==> src/rtl/scl_clock_gen_pkg.sv <==
package scl_clock_gen_pkg;

  typedef enum logic [1:0] {
    PH_IDLE = 2'd0,
    PH_LOW  = 2'd1,
    PH_HIGH = 2'd2
  } phase_e;

  // Extra module clocks appended to each phase, selected by prescaler value.
  function automatic logic [2:0] ext_delay(input logic psc_is_zero, input logic psc_is_one);
    if (psc_is_zero)     return 3'd7;
    else if (psc_is_one) return 3'd6;
    else                 return 3'd5;
  endfunction

endpackage

==> src/rtl/sclgen_cfg_latch.sv <==
module sclgen_cfg_latch #(
  parameter int PSC_W = 8,
  parameter int DIV_W = 16
) (
  input  logic             clk,
  input  logic             rst_n,
  input  logic             load,
  input  logic [PSC_W-1:0] psc,
  input  logic [DIV_W-1:0] clkl,
  input  logic [DIV_W-1:0] clkh,
  output logic [PSC_W-1:0] psc_l,
  output logic [DIV_W-1:0] clkl_l,
  output logic [DIV_W-1:0] clkh_l
);

  always_ff @(posedge clk or negedge rst_n) begin
    if (!rst_n) begin
      psc_l  <= '0;
      clkl_l <= '0;
      clkh_l <= '0;
    end else if (load) begin
      psc_l  <= psc;
      clkl_l <= clkl;
      clkh_l <= clkh;
    end
  end

endmodule

==> src/rtl/sclgen_prescaler.sv <==
module sclgen_prescaler #(
  parameter int PSC_W = 8
) (
  input  logic             clk,
  input  logic             rst_n,
  input  logic             run,
  input  logic [PSC_W-1:0] psc_l,
  output logic             mod_tick
);

  logic [PSC_W-1:0] pcnt_q;

  assign mod_tick = run && (pcnt_q == psc_l);

  always_ff @(posedge clk or negedge rst_n) begin
    if (!rst_n)        pcnt_q <= '0;
    else if (!run)     pcnt_q <= '0;
    else if (mod_tick) pcnt_q <= '0;
    else               pcnt_q <= pcnt_q + PSC_W'(1);
  end

endmodule

==> src/rtl/sclgen_phase_ctrl.sv <==
module sclgen_phase_ctrl
  import scl_clock_gen_pkg::*;
#(
  parameter int PSC_W = 8,
  parameter int DIV_W = 16
) (
  input  logic             clk,
  input  logic             rst_n,
  input  logic             enable,
  input  logic             line_high,
  input  logic             mod_tick,
  input  logic [PSC_W-1:0] psc_l,
  input  logic [DIV_W-1:0] clkl_l,
  input  logic [DIV_W-1:0] clkh_l,
  output phase_e           phase_q,
  output logic             enter_low,
  output logic             edge_tick_q
);

  localparam int CNT_W = DIV_W + 1;

  phase_e           phase_d;
  logic [CNT_W-1:0] cnt_q;
  logic [CNT_W-1:0] low_term;
  logic [CNT_W-1:0] high_term;
  logic [2:0]       dly;
  logic             advance;

  assign dly       = ext_delay(psc_l == '0, psc_l == PSC_W'(1));
  assign low_term  = CNT_W'(clkl_l) + CNT_W'(dly) - CNT_W'(1);
  assign high_term = CNT_W'(clkh_l) + CNT_W'(dly) - CNT_W'(1);
  assign advance   = mod_tick && ((phase_q == PH_LOW) || ((phase_q == PH_HIGH) && line_high));

  always_comb begin
    phase_d = phase_q;
    unique case (phase_q)
      PH_IDLE: if (enable) phase_d = PH_LOW;
      PH_LOW: begin
        if (!enable)                          phase_d = PH_IDLE;
        else if (advance && cnt_q == low_term) phase_d = PH_HIGH;
      end
      PH_HIGH: begin
        if (!enable)                            phase_d = PH_IDLE;
        else if (advance && cnt_q == high_term) phase_d = PH_LOW;
      end
      default: phase_d = PH_IDLE;
    endcase
  end

  assign enter_low = (phase_d == PH_LOW) && (phase_q != PH_LOW);

  always_ff @(posedge clk or negedge rst_n) begin
    if (!rst_n) begin
      phase_q     <= PH_IDLE;
      cnt_q       <= '0;
      edge_tick_q <= 1'b0;
    end else begin
      phase_q     <= phase_d;
      edge_tick_q <= (phase_d == PH_LOW) != (phase_q == PH_LOW);
      if (phase_d != phase_q) cnt_q <= '0;
      else if (advance)       cnt_q <= cnt_q + CNT_W'(1);
    end
  end

endmodule

==> src/rtl/scl_clock_gen.sv <==
module scl_clock_gen
  import scl_clock_gen_pkg::*;
#(
  parameter int PSC_W       = 8,
  parameter int DIV_W       = 16,
  parameter int SYNC_STAGES = 0
) (
  input  logic             clk,
  input  logic             rst_n,
  input  logic             enable,
  input  logic             scl_in,
  input  logic [PSC_W-1:0] psc,
  input  logic [DIV_W-1:0] clkl,
  input  logic [DIV_W-1:0] clkh,
  output logic             scl_low_o,
  output logic             edge_tick_o
);

  localparam int CFG_W = PSC_W + 2 * DIV_W;

  logic             line_high;
  logic             mod_tick;
  logic             enter_low;
  logic             high_phase;
  logic [PSC_W-1:0] psc_l;
  logic [DIV_W-1:0] clkl_l;
  logic [DIV_W-1:0] clkh_l;
  logic [CFG_W-1:0] cfg_word;
  phase_e           phase_q;

  generate
    if (SYNC_STAGES == 0) begin : g_nosync
      assign line_high = scl_in;
    end else begin : g_sync
      logic [SYNC_STAGES-1:0] sync_q;
      always_ff @(posedge clk or negedge rst_n) begin
        if (!rst_n) sync_q <= '1;
        else        sync_q <= {sync_q[SYNC_STAGES-2:0], scl_in};
      end
      assign line_high = sync_q[SYNC_STAGES-1];
    end
  endgenerate

  sclgen_cfg_latch #(.PSC_W(PSC_W), .DIV_W(DIV_W)) u_cfg (
    .clk(clk), .rst_n(rst_n), .load(enter_low),
    .psc(psc), .clkl(clkl), .clkh(clkh),
    .psc_l(psc_l), .clkl_l(clkl_l), .clkh_l(clkh_l)
  );

  sclgen_prescaler #(.PSC_W(PSC_W)) u_psc (
    .clk(clk), .rst_n(rst_n), .run(phase_q != PH_IDLE),
    .psc_l(psc_l), .mod_tick(mod_tick)
  );

  sclgen_phase_ctrl #(.PSC_W(PSC_W), .DIV_W(DIV_W)) u_phase (
    .clk(clk), .rst_n(rst_n), .enable(enable), .line_high(line_high),
    .mod_tick(mod_tick), .psc_l(psc_l), .clkl_l(clkl_l), .clkh_l(clkh_l),
    .phase_q(phase_q), .enter_low(enter_low), .edge_tick_q(edge_tick_o)
  );

  assign scl_low_o  = (phase_q == PH_LOW);
  assign high_phase = (phase_q == PH_HIGH);
  assign cfg_word   = {psc_l, clkl_l, clkh_l};

endmodule

==> config.mk <==
export PLATFORM = sky130hd
export DESIGN_NAME = scl_clock_gen
export DESIGN_NICKNAME = d
export VERILOG_FILES = /design/src/rtl/scl_clock_gen_pkg.sv /design/src/rtl/sclgen_cfg_latch.sv /design/src/rtl/sclgen_prescaler.sv /design/src/rtl/sclgen_phase_ctrl.sv /design/src/rtl/scl_clock_gen.sv
export SDC_FILE = /design/constraint.sdc
export NUM_CORES = 1
export LEC_CHECK = 0
export ABC_AREA = 1
export BUFFER_PORTS_ARGS = -buffer_cell sky130_fd_sc_hd__buf_2
export CORE_ASPECT_RATIO = 1.2
export CORE_MARGIN = 1.5
export CORE_UTILIZATION = 45
export CTS_BUF_LIST = sky130_fd_sc_hd__clkbuf_4
export DETAILED_ROUTE_END_ITERATION = 16
export GPL_TIMING_DRIVEN = 1
export PLACE_DENSITY = 0.75
export RECOVER_POWER = 25
export SLEW_MARGIN = 10
export SYNTH_ARGS = -nofsm -noshare
export SYNTH_HDL_FRONTEND = slang
export SYNTH_SLANG_ARGS = --single-unit
==> constraint.sdc <==
create_clock -name clk -period 6.3 [get_ports clk]
set_input_delay 0.63 -clock clk [delete_from_list [all_inputs] [get_ports clk]]
set_output_delay 0.63 -clock clk [all_outputs]
set_load 0.02 [all_outputs]
==> key figures, run 1 <==
Run status
  • Status: finished with violations
  • Failing checks: capacitance limit, slew limit

Critical path
  • Worst Setup EP: u_cfg.clkh_l[15]
  • Largest stage delay, worst path: 470 ps
  • Reg2Reg Setup Slack: 1940 ps
  • R2R depth: 20
  • Critical path origin: u_cfg.psc_l[5]
  • Critical Path Fanout Max: 53
  • Critical Path, Cell by Cell: nor4_1 -> nand4_1 -> ha_1 -> inv_1 -> ha_1 -> fa_1 -> nand3_1 -> nand2_1 -> nand3_1 -> nand2_1 -> inv_1 -> nand3_1 -> nor2_1 -> nand3_1 -> nor2_2 -> nand4_2 -> nand2_1 -> ha_2 -> buf_4 -> mux2_2
  • Worst path slowest cell: fa_1
  • Critical Path AT: 4690 ps
  • Setup crit end kind: flop
  • WP data required: 6620 ps
  • Critical Path Source Type: flop
  • CP Class: flop to flop
  • Worst R2R End: u_cfg.clkh_l[15]
  • Most frequent CP cell: nand3_1
  • R2r startpoint: u_cfg.psc_l[5]

CTS
  • H-tree levels: 3
  • Clk buf depth: 2
  • Hold_buf cts: 0
  • Clock Sinks: 68
  • Resized cells post-CTS: 0
  • Clk slew on worst S/H paths: 110 ps
  • # Post-CTS Setup Buffers: 0
  • Later-pin clock latency in the skew report: 450 ps
  • Root Driver: clkbuf_4
  • TritonCTS Buffers: 9
  • CTS tree: done

Floorplan
  • Die Area: 11,100 sq um
  • Core Footprint: 10,100 sq um
  • Starting Density: 0.466
  • Ports: 46
  • DIE HEIGHT: 115 um
  • Row count: 40
  • Die W: 96.4 um

Detailed routing
  • DR iter-0 viols: 286
  • Routed length per instance: 12.8 um
  • Drt total wl: 10,100 um
  • Avg Vias per Cell: 5.08
  • DRC: 0
  • Total number of vias: 4,011
  • Antenna Violating Nets Remaining: 0
  • DRT Pass-1 Iters: 5

Synth
  • Yosys reg bits: 68
  • Most used DFF post-synth: dfrtp_1
  • Post-synth cell types: 38
  • Syn nets: 671
  • Area leader, netlist: dfrtp_1
  • Mapped Cells: 614
  • Post-Syn Area: 4710 sq um
  • Mean Syn Cell Area: 7.67 sq um
  • Sequential cell area fraction in the yosys report: 0.361
  • Synth top area cells: dfrtp_1, nand2_1, inv_1
  • Post-synth EDFFs: 0
  • Ys async rst share: 1.00
  • Yosys warns: 0
  • Yosys top cell area share: 0.361

Cells and area
  • Layout Nets: 715
  • Fraction of layout cells with a size suffix above 1: 0.192
  • Syn-to-layout area delta: 10.7%
  • Non-Filler Instances: 790

Timing
  • Fin. Hold Viols: 0
  • Rel. slew slack: -1.35
  • Period utilisation layout: 0.693
  • Min Hold Slack: 391 ps
  • F_max: 229 MHz
  • Final setup TNS: 0 ps
  • Final max-slew violation count: 69
  • Clock Skew: 20.6 ps
  • Worst Tran Pin Value: 3530 ps
  • RSZ-0062 raised after global routing: no
  • Crit path time final: 4360 ps
  • Final setup viols: 0
  • Final setup margin: 1940 ps

Global route
  • All-layer global routing usage: 0.202
  • Vias in the first global route: 3,890
  • Initial antenna violation count: 0
  • Grt total ovfl: 0
  • Largest net degree at the start of global routing: 69
  • First-pass GRT wire length: 17,300 um

Hold path
  • Worst hold path class: input port to flop

Pwr
  • Worst vdd ir: 0.0901 mV
  • Tot Pwr: 1.15 mW
  • Power Density: 220 nW/um^2
  • Leak: 2.46 nW

Placement
  • Buffers added on ports: 45
  • Placer Congestion: 0.904
  • Placed Cells: 773
  • Dpl hpwl: 7800 um
  • Placement Setup Slack: 1960 ps

Job
  • Max Cap Viol: 1
## layout make-up
cell class | count | area (sq um)
antenna | 1 | 2.50
clock buffer | 10 | 75.1
clock inverter | 6 | 103
fill | 959 | 4890
inverter | 85 | 319
multi-input combinational | 447 | 2620
sequential | 68 | 1700
tap | 126 | 158
timing repair buffer | 47 | 236
## power breakdown
group          switching, mW  internal (mW)
Combinational          0.159          0.104
Sequential            0.0442          0.474
Clock                  0.161          0.202
Total                  0.364          0.781
## worst max-delay path, delay by kind of cell, from the launching register on
| family | cells | cell delay, ps |
|---|---|---|
| AND/OR/NAND/NOR | 12 | 1530 |
| adder cells (fa/ha/maj) | 4 | 1350 |
| buffers and inverters | 3 | 540 |
| flip-flops | 1 | 420 |
| multiplexers | 1 | 390 |
## layer usage
metal	global-route usage	wire (um)	vias to the layer above
met1	0.259	4620	1869
met2	0.332	4880	90
met4	0.0995	239	0
met3	0.0291	376	25
met5	0	0	-
li1	-	-	2027
## registers in the layout (all words and copies together), names as in the netlist
name                 cells
u_phase.cnt_q           17
u_cfg.clkh_l            16
u_cfg.clkl_l            16
u_cfg.psc_l              8
u_psc.pcnt_q             8
u_phase.phase_q          2
u_phase.edge_tick_q      1
## how the worst min path moves through the flow
stage               startpoint              end  slack (ps)  cells past startpoint
2_1_floorplan            rst_n  u_cfg.clkh_l[0]         330                      0
3_3_place_gp   u_psc.pcnt_q[0]  u_psc.pcnt_q[0]         480                      1
3_5_place_dp   u_psc.pcnt_q[0]  u_psc.pcnt_q[0]         490                      1
4_1_cts                 psc[1]   u_cfg.psc_l[1]         360                      3
5_1_grt                 psc[1]   u_cfg.psc_l[1]         380                      3
6_report                psc[7]   u_cfg.psc_l[7]         390                      3
## cells in the final DEF, fill, tap and decap left out, types with 10 or more instances in the layout
| cell | n |
|---|---|
| nor2_1 | 60 |
| mux2_2 | 15 |
| nor2_4 | 13 |
| ha_1 | 10 |
| buf_2 | 45 |
| nand4_1 | 23 |
| dfrtp_1 | 68 |
| nand3_1 | 34 |
| clkbuf_4 | 10 |
| o21ai_0 | 33 |
| nand2_1 | 158 |
| inv_1 | 82 |
| xnor2_1 | 14 |
| xor2_1 | 35 |
## logic make-up after synthesis
family,count (synthesis),share of synthesized area
buf+inv,99,0.0834
simple gates,330,0.345
xor+xnor,49,0.0911
mux,15,0.0358
flops,68,0.361
compound gates,40,0.0459
fa+ha+maj,13,0.0377
## per-stage QoR
step                       util  area (sq um)
after floorplan               -          4710
after global placement    0.498          5040
after detailed placement  0.498          5040
after CTS                 0.516          5220
after global routing      0.516          5210
final                     0.516          5220
## cells in the mapped netlist (2+ instances only)
library cell    n
clkbuf_2        3
mux2_2         15
nand3_2         6
o21ai_0        33
ha_1           11
inv_2           3
dfrtp_1        68
nand4_2         2
xnor2_1        14
or2_2           3
fa_1            2
nor2_4         13
xor2_1         35
nand2_1       158
clkbuf_1        9
nor2_2          8
nor3_2          2
nand4_1        23
nand2_2         8
o21bai_1        2
nand3_1        34
inv_1          82
nor2_1         60
nor3_1          5
o21ai_1         2
(Power assumes the default switching activity.)
==> run 2: changes to the inputs <==
Clock period 6.3 ns to 4.3 ns, I/O delays scaled along.
==> key figures, run 2 (synthesized netlist as in run 1, its figures left out) <==
Run status
  • Status: finished with violations
  • Failing checks: capacitance limit, slew limit

Pwr
  • Comb power frac: 0.240
  • Seq pwr share: 0.466
  • Sw Share: 0.334
  • Net Sw Power: 0.546 mW
  • Leak: 2.47 nW
  • Worst vdd ir: 0.142 mV
  • Internal: 1.09 mW
  • Power Density: 313 nW/um^2
  • Clock share of power: 0.295

Detailed routing
  • DRT Pass-1 Iters: 4
  • DRC: 0
  • Avg Vias per Cell: 5.09
  • Antenna Violating Nets Remaining: 0
  • Total number of vias: 4,029
  • DR iter-0 viols: 290
  • Routed length per instance: 13.3 um
  • Drt total wl: 10,500 um

Critical path
  • Critical Path AT: 4230 ps
  • Worst path slowest cell: fa_1
  • Setup crit end kind: flop
  • Critical Path Fanout Max: 17
  • Critical Path Source Type: flop
  • Critical path's top delay family: simple AND/OR/NAND/NOR gates
  • WP buf/inv: 2
  • Largest stage delay, worst path: 480 ps
  • Most frequent CP cell: nand2_1
  • CP Class: flop to flop
  • Critical Path, Cell by Cell: nor4_4 -> nand4_1 -> ha_1 -> inv_1 -> ha_1 -> fa_1 -> nand2_1 -> nand2_1 -> nand2_1 -> nand2_1 -> nor2_1 -> nand3_1 -> nor2_1 -> nand3_1 -> nor2_2 -> nand4_2 -> nand2_1 -> ha_2 -> buf_4 -> mux2_2
  • WP data required: 4650 ps

Floorplan
  • Starting Density: 0.466
  • Die W: 96.4 um
  • Core Footprint: 10,100 sq um
  • DIE HEIGHT: 115 um
  • Die Area: 11,100 sq um
  • Ports: 46
  • Row count: 40

Placement
  • Placer Congestion: 0.922
  • Dpl hpwl: 8130 um
  • Buffers added on ports: 45
  • Placement Setup Slack: 271 ps

Cells and area
  • Max FFs per register: 17
  • Regs by FF count: u_phase.cnt_q x17, u_cfg.clkh_l x16, u_cfg.clkl_l x16
  • Syn-to-layout area delta: 11.0%
  • Commonest cells after routing, fill and taps aside: nand2_1, inv_1, dfrtp_1, nor2_1, buf_2
  • Commonest non-fill, non-tap cell in the layout: nand2_1
  • Filler cell count: 977
  • Layout Nets: 716
  • Most flop-heavy register: u_phase.cnt_q
  • Fraction of layout cells with a size suffix above 1: 0.196

CTS
  • H-tree levels: 3
  • Clk buf depth: 2
  • Clk slew on worst S/H paths: 120 ps
  • CTS tree: done
  • Root Driver: clkbuf_4
  • Clock Sinks: 68
  • Later-pin clock latency in the skew report: 450 ps
  • TritonCTS Buffers: 9
  • # Post-CTS Setup Buffers: 0

Timing
  • Final setup TNS: 0 ps
  • Rel. slew slack: -0.297
  • Final setup margin: 420 ps
  • Period utilisation layout: 0.902
  • Final max-slew violation count: 36
  • Final setup viols: 0
  • Clock Skew: 11.5 ps
  • RSZ-0062 raised after global routing: no
  • Crit path time final: 3880 ps
  • Worst Tran Pin Value: 1950 ps
  • Fin. Hold Viols: 0
  • F_max: 258 MHz

Global route
  • Vias in the first global route: 4,096
  • Grt total ovfl: 0
  • All-layer global routing usage: 0.213
  • First-pass GRT wire length: 18,200 um
  • Largest net degree at the start of global routing: 49
  • Initial antenna violation count: 0

Job
  • Max Cap Viol: 1

Hold path
  • Worst hold path class: input port to flop
## run 2: changes by cell type in the layout (fill, tap and decap cells not counted), sizes merged
cell,delta
buf,+1
clkinv,+1
bufinv,-1
## run 2: final cells by class
cell class	count	area (sq um)	area share
Multi-Input combinational cell	447	2640	0.504
Sequential cell	68	1700	0.325
Inverter	85	319	0.0610
Timing Repair Buffer	48	259	0.0495
Tap cell	126	158	0.0302
Clock inverter	6	78.8	0.0151
Clock buffer	10	75.1	0.0144
Antenna cell	1	2.50	0.000479
## run 2: metal layers
| layer | routed length (um) | global-route usage | vias up |
|---|---|---|---|
| met4 | 389 | 0.111 | 0 |
| li1 | - | - | 2031 |
| met3 | 627 | 0.0397 | 33 |
| met2 | 4970 | 0.353 | 106 |
| met5 | 0 | 0 | - |
| met1 | 4550 | 0.262 | 1859 |
## run 2: power by group through the flow
stage                     clock network, mW  logic, mW  registers, mW
after CTS                             0.492      0.393          0.759
after detailed placement                  0      0.391          0.771
after global routing                  0.512      0.451          0.772
after floorplan                           0      0.295          0.755
after global placement                    0      0.379          0.768
final                                 0.482      0.392          0.761
## run 2: path summary, 6_finish.rpt
path	startpoint	to	slack (ps)	cells after the start
min in group asynchronous	rst_n	u_psc.pcnt_q[1]	500	1
hold / removal	clkh[7]	u_cfg.clkh_l[7]	170	3
setup / recovery	u_cfg.psc_l[4]	u_cfg.clkl_l[13]	420	20
setup reg to reg	u_cfg.psc_l[4]	u_cfg.clkl_l[13]	420	20
max in group asynchronous	rst_n	u_phase.cnt_q[10]	2450	2
hold reg to reg	u_psc.pcnt_q[0]	u_psc.pcnt_q[0]	510	1
## run 2: timing repair
| action | CTS | global route |
|---|---|---|
| hold buffers | 0 | 0 |
| setup endpoints to repair | 0 | 15 |
| gates resized for setup | 0 | 2 |
## run 2: worst reg2reg max path: stages (launching register included)
cell and delay [ps]:
dfrtp_1 430, nor4_4 300, nand4_1 180, ha_1 320
inv_1 40, ha_1 220, fa_1 480, nand2_1 130
nand2_1 60, nand2_1 50, nand2_1 50, nor2_1 90
nand3_1 80, nor2_1 100, nand3_1 100, nor2_2 130
nand4_2 130, nand2_1 100, ha_2 200, buf_4 240
mux2_2 370
## run 2: stage by stage
stage                     area, sq um  instances  total power, mW  hold WS [ps]  utilization
after global routing             5230        790             1.73           169        0.517
final                            5230        791             1.63           171        0.517
after CTS                        5210        790             1.64          64.9        0.516
after global placement           5060        774             1.15           487        0.500
after floorplan                  4710        614             1.05           134            -
after detailed placement         5060        774             1.16           503        0.500
==> run 3: changes to the inputs <==
Settings changed: PLACE_DENSITY 0.75 to 0.63.
==> key figures, run 3 (synthesized netlist as in run 1, its figures left out) <==
Timing
  • Rel. slew slack: -0.333
  • Final max-slew violation count: 36
  • RSZ-0062 raised after global routing: no
  • Fin. Hold Viols: 0
  • Final setup TNS: 0 ps
  • Clock Skew: 15.8 ps
  • F_max: 256 MHz
  • Crit path time final: 3910 ps
  • Final setup viols: 0
  • Worst Tran Pin Value: 2000 ps
  • Period utilisation layout: 0.909

Pwr
  • Power Density: 325 nW/um^2
  • Clock share of power: 0.326
  • Leak: 2.47 nW
  • Seq pwr share: 0.446
  • Worst vdd ir: 0.161 mV
  • Internal: 1.15 mW
  • Sw Share: 0.327
  • Net Sw Power: 0.557 mW
  • Comb power frac: 0.228

Floorplan
  • Core Footprint: 10,100 sq um
  • Die W: 96.4 um
  • DIE HEIGHT: 115 um
  • Die Area: 11,100 sq um
  • Ports: 46
  • Row count: 40
  • Starting Density: 0.466

Global route
  • Initial antenna violation count: 0
  • Largest net degree at the start of global routing: 47
  • Grt total ovfl: 0
  • First-pass GRT wire length: 17,500 um
  • Vias in the first global route: 3,788
  • All-layer global routing usage: 0.207

Hold path
  • Worst Hold Launch: clkh[13]
  • Worst hold path class: input port to flop

Run status
  • Status: finished with violations
  • Failing checks: capacitance limit, slew limit

Cells and area
  • Non-Filler Instances: 790
  • Commonest cells after routing, fill and taps aside: nand2_1, inv_1, dfrtp_1, nor2_1, buf_2
  • Fraction of layout cells with a size suffix above 1: 0.197
  • Commonest non-fill, non-tap cell in the layout: nand2_1
  • Max FFs per register: 17
  • N_diodes: 0
  • Regs by FF count: u_phase.cnt_q x17, u_cfg.clkh_l x16, u_cfg.clkl_l x16
  • Filler cell count: 1,019
  • Layout Nets: 716
  • Fin util: 0.520
  • Most flop-heavy register: u_phase.cnt_q
  • Syn-to-layout area delta: 11.5%
  • Final instance area: 5250 sq um

Detailed routing
  • DR iter-0 viols: 201
  • Drt total wl: 10,300 um
  • DRT Pass-1 Iters: 5
  • Routed length per instance: 13.0 um
  • Antenna Violating Nets Remaining: 0
  • DRC: 0
  • Total number of vias: 3,946
  • Avg Vias per Cell: 4.99

CTS
  • H-tree levels: 3
  • Clock Sinks: 68
  • Clk buf depth: 2
  • TritonCTS Buffers: 9
  • Later-pin clock latency in the skew report: 450 ps
  • Root Driver: clkbuf_4
  • CTS tree: done
  • Clk slew on worst S/H paths: 130 ps
  • # Post-CTS Setup Buffers: 0
  • Hold_buf cts: 0

Placement
  • Placed Area: 5060 sq um
  • Dpl hpwl: 7970 um
  • Buffers added on ports: 45
  • Placed Cells: 774
  • Placer Congestion: 0.877

Job
  • Max Cap Viol: 1

Critical path
  • WP data required: 4650 ps
  • Critical Path AT: 4250 ps
  • Setup crit end kind: flop
  • Critical Path Source Type: flop
  • Critical path origin: u_cfg.psc_l[5]
  • CP Class: flop to flop
  • R2r startpoint: u_cfg.psc_l[5]
  • Critical Path Fanout Max: 19
run 3: cell types whose count changed in the layout (fill, tap and decap cells not counted):
cell and change:
inv_6 +2, nor4_2 +1, clkinv_1 -1, clkbuf_4 -1
nor4_4 -1, diode_2 -1, clkinv_2 -3, clkinvlp_4 +2
bufinv_16 +1
run 3: metal layers:
metal / track usage / part of all wire / vias to the layer above
met2: 0.338 / 0.48 / 60
met3: 0.0304 / 0.032 / 16
met5: 0 / 0 / -
met4: 0.0947 / 0.025 / 0
li1: - / - / 2033
met1: 0.269 / 0.47 / 1837
run 3: critical path, cell delays in order (launching register included):
cell     delay, ps
dfrtp_1        430
nor4_2         290
nand4_1        180
ha_1           310
inv_1           40
ha_1           220
fa_1           490
nand3_1        150
inv_1           80
nand2_1         80
xor2_1         210
xor2_1         240
nand4_2        170
nand2_1        100
ha_2           210
buf_4          250
mux2_2         360
run 3: final cells by class:
type,instances,area (sq um),share of cell area
Timing Repair Buffer,48,259,0.0493
Clock buffer,9,67.6,0.0129
Clock inverter,7,123,0.0233
Multi-Input combinational cell,447,2630,0.500
Sequential cell,68,1700,0.324
Tap cell,126,158,0.0300
Inverter,85,319,0.0607
run 3: through the flow:
stage / worst slack [ps] / hold WS (ps) / total power, mW
2_1_floorplan: 328 / 134 / 1.05
4_1_cts: 247 / 56.1 / 1.73
5_1_grt: 73.6 / 175 / 1.82
6_report: 392 / 176 / 1.71
3_3_place_gp: 388 / 476 / 1.15
3_5_place_dp: 282 / 496 / 1.16
run 3: power by group through the flow:
stage / Clock [mW] / Combinational, mW / Sequential (mW)
final: 0.557 / 0.388 / 0.761
after global routing: 0.603 / 0.445 / 0.771
after CTS: 0.576 / 0.394 / 0.760
after detailed placement: 0 / 0.390 / 0.772
after global placement: 0 / 0.382 / 0.769
after floorplan: 0 / 0.295 / 0.755
run 3: path summary, 6_finish.rpt:
kind / endpoint / slack, ps / cells past startpoint
max: u_cfg.clkl_l[10] / 390 / 16
min: u_cfg.clkh_l[13] / 180 / 3
max reg2reg: u_cfg.clkl_l[10] / 390 / 16
min reg2reg: u_psc.pcnt_q[0] / 510 / 1
max in group asynchronous: u_phase.cnt_q[16] / 2430 / 2
min in group asynchronous: u_cfg.clkh_l[13] / 520 / 1
run 3: timing repair:
action / CTS / global route
hold endpoints to repair: 0 / 0
setup endpoints to repair: 0 / 13
gates resized for setup: 0 / 1
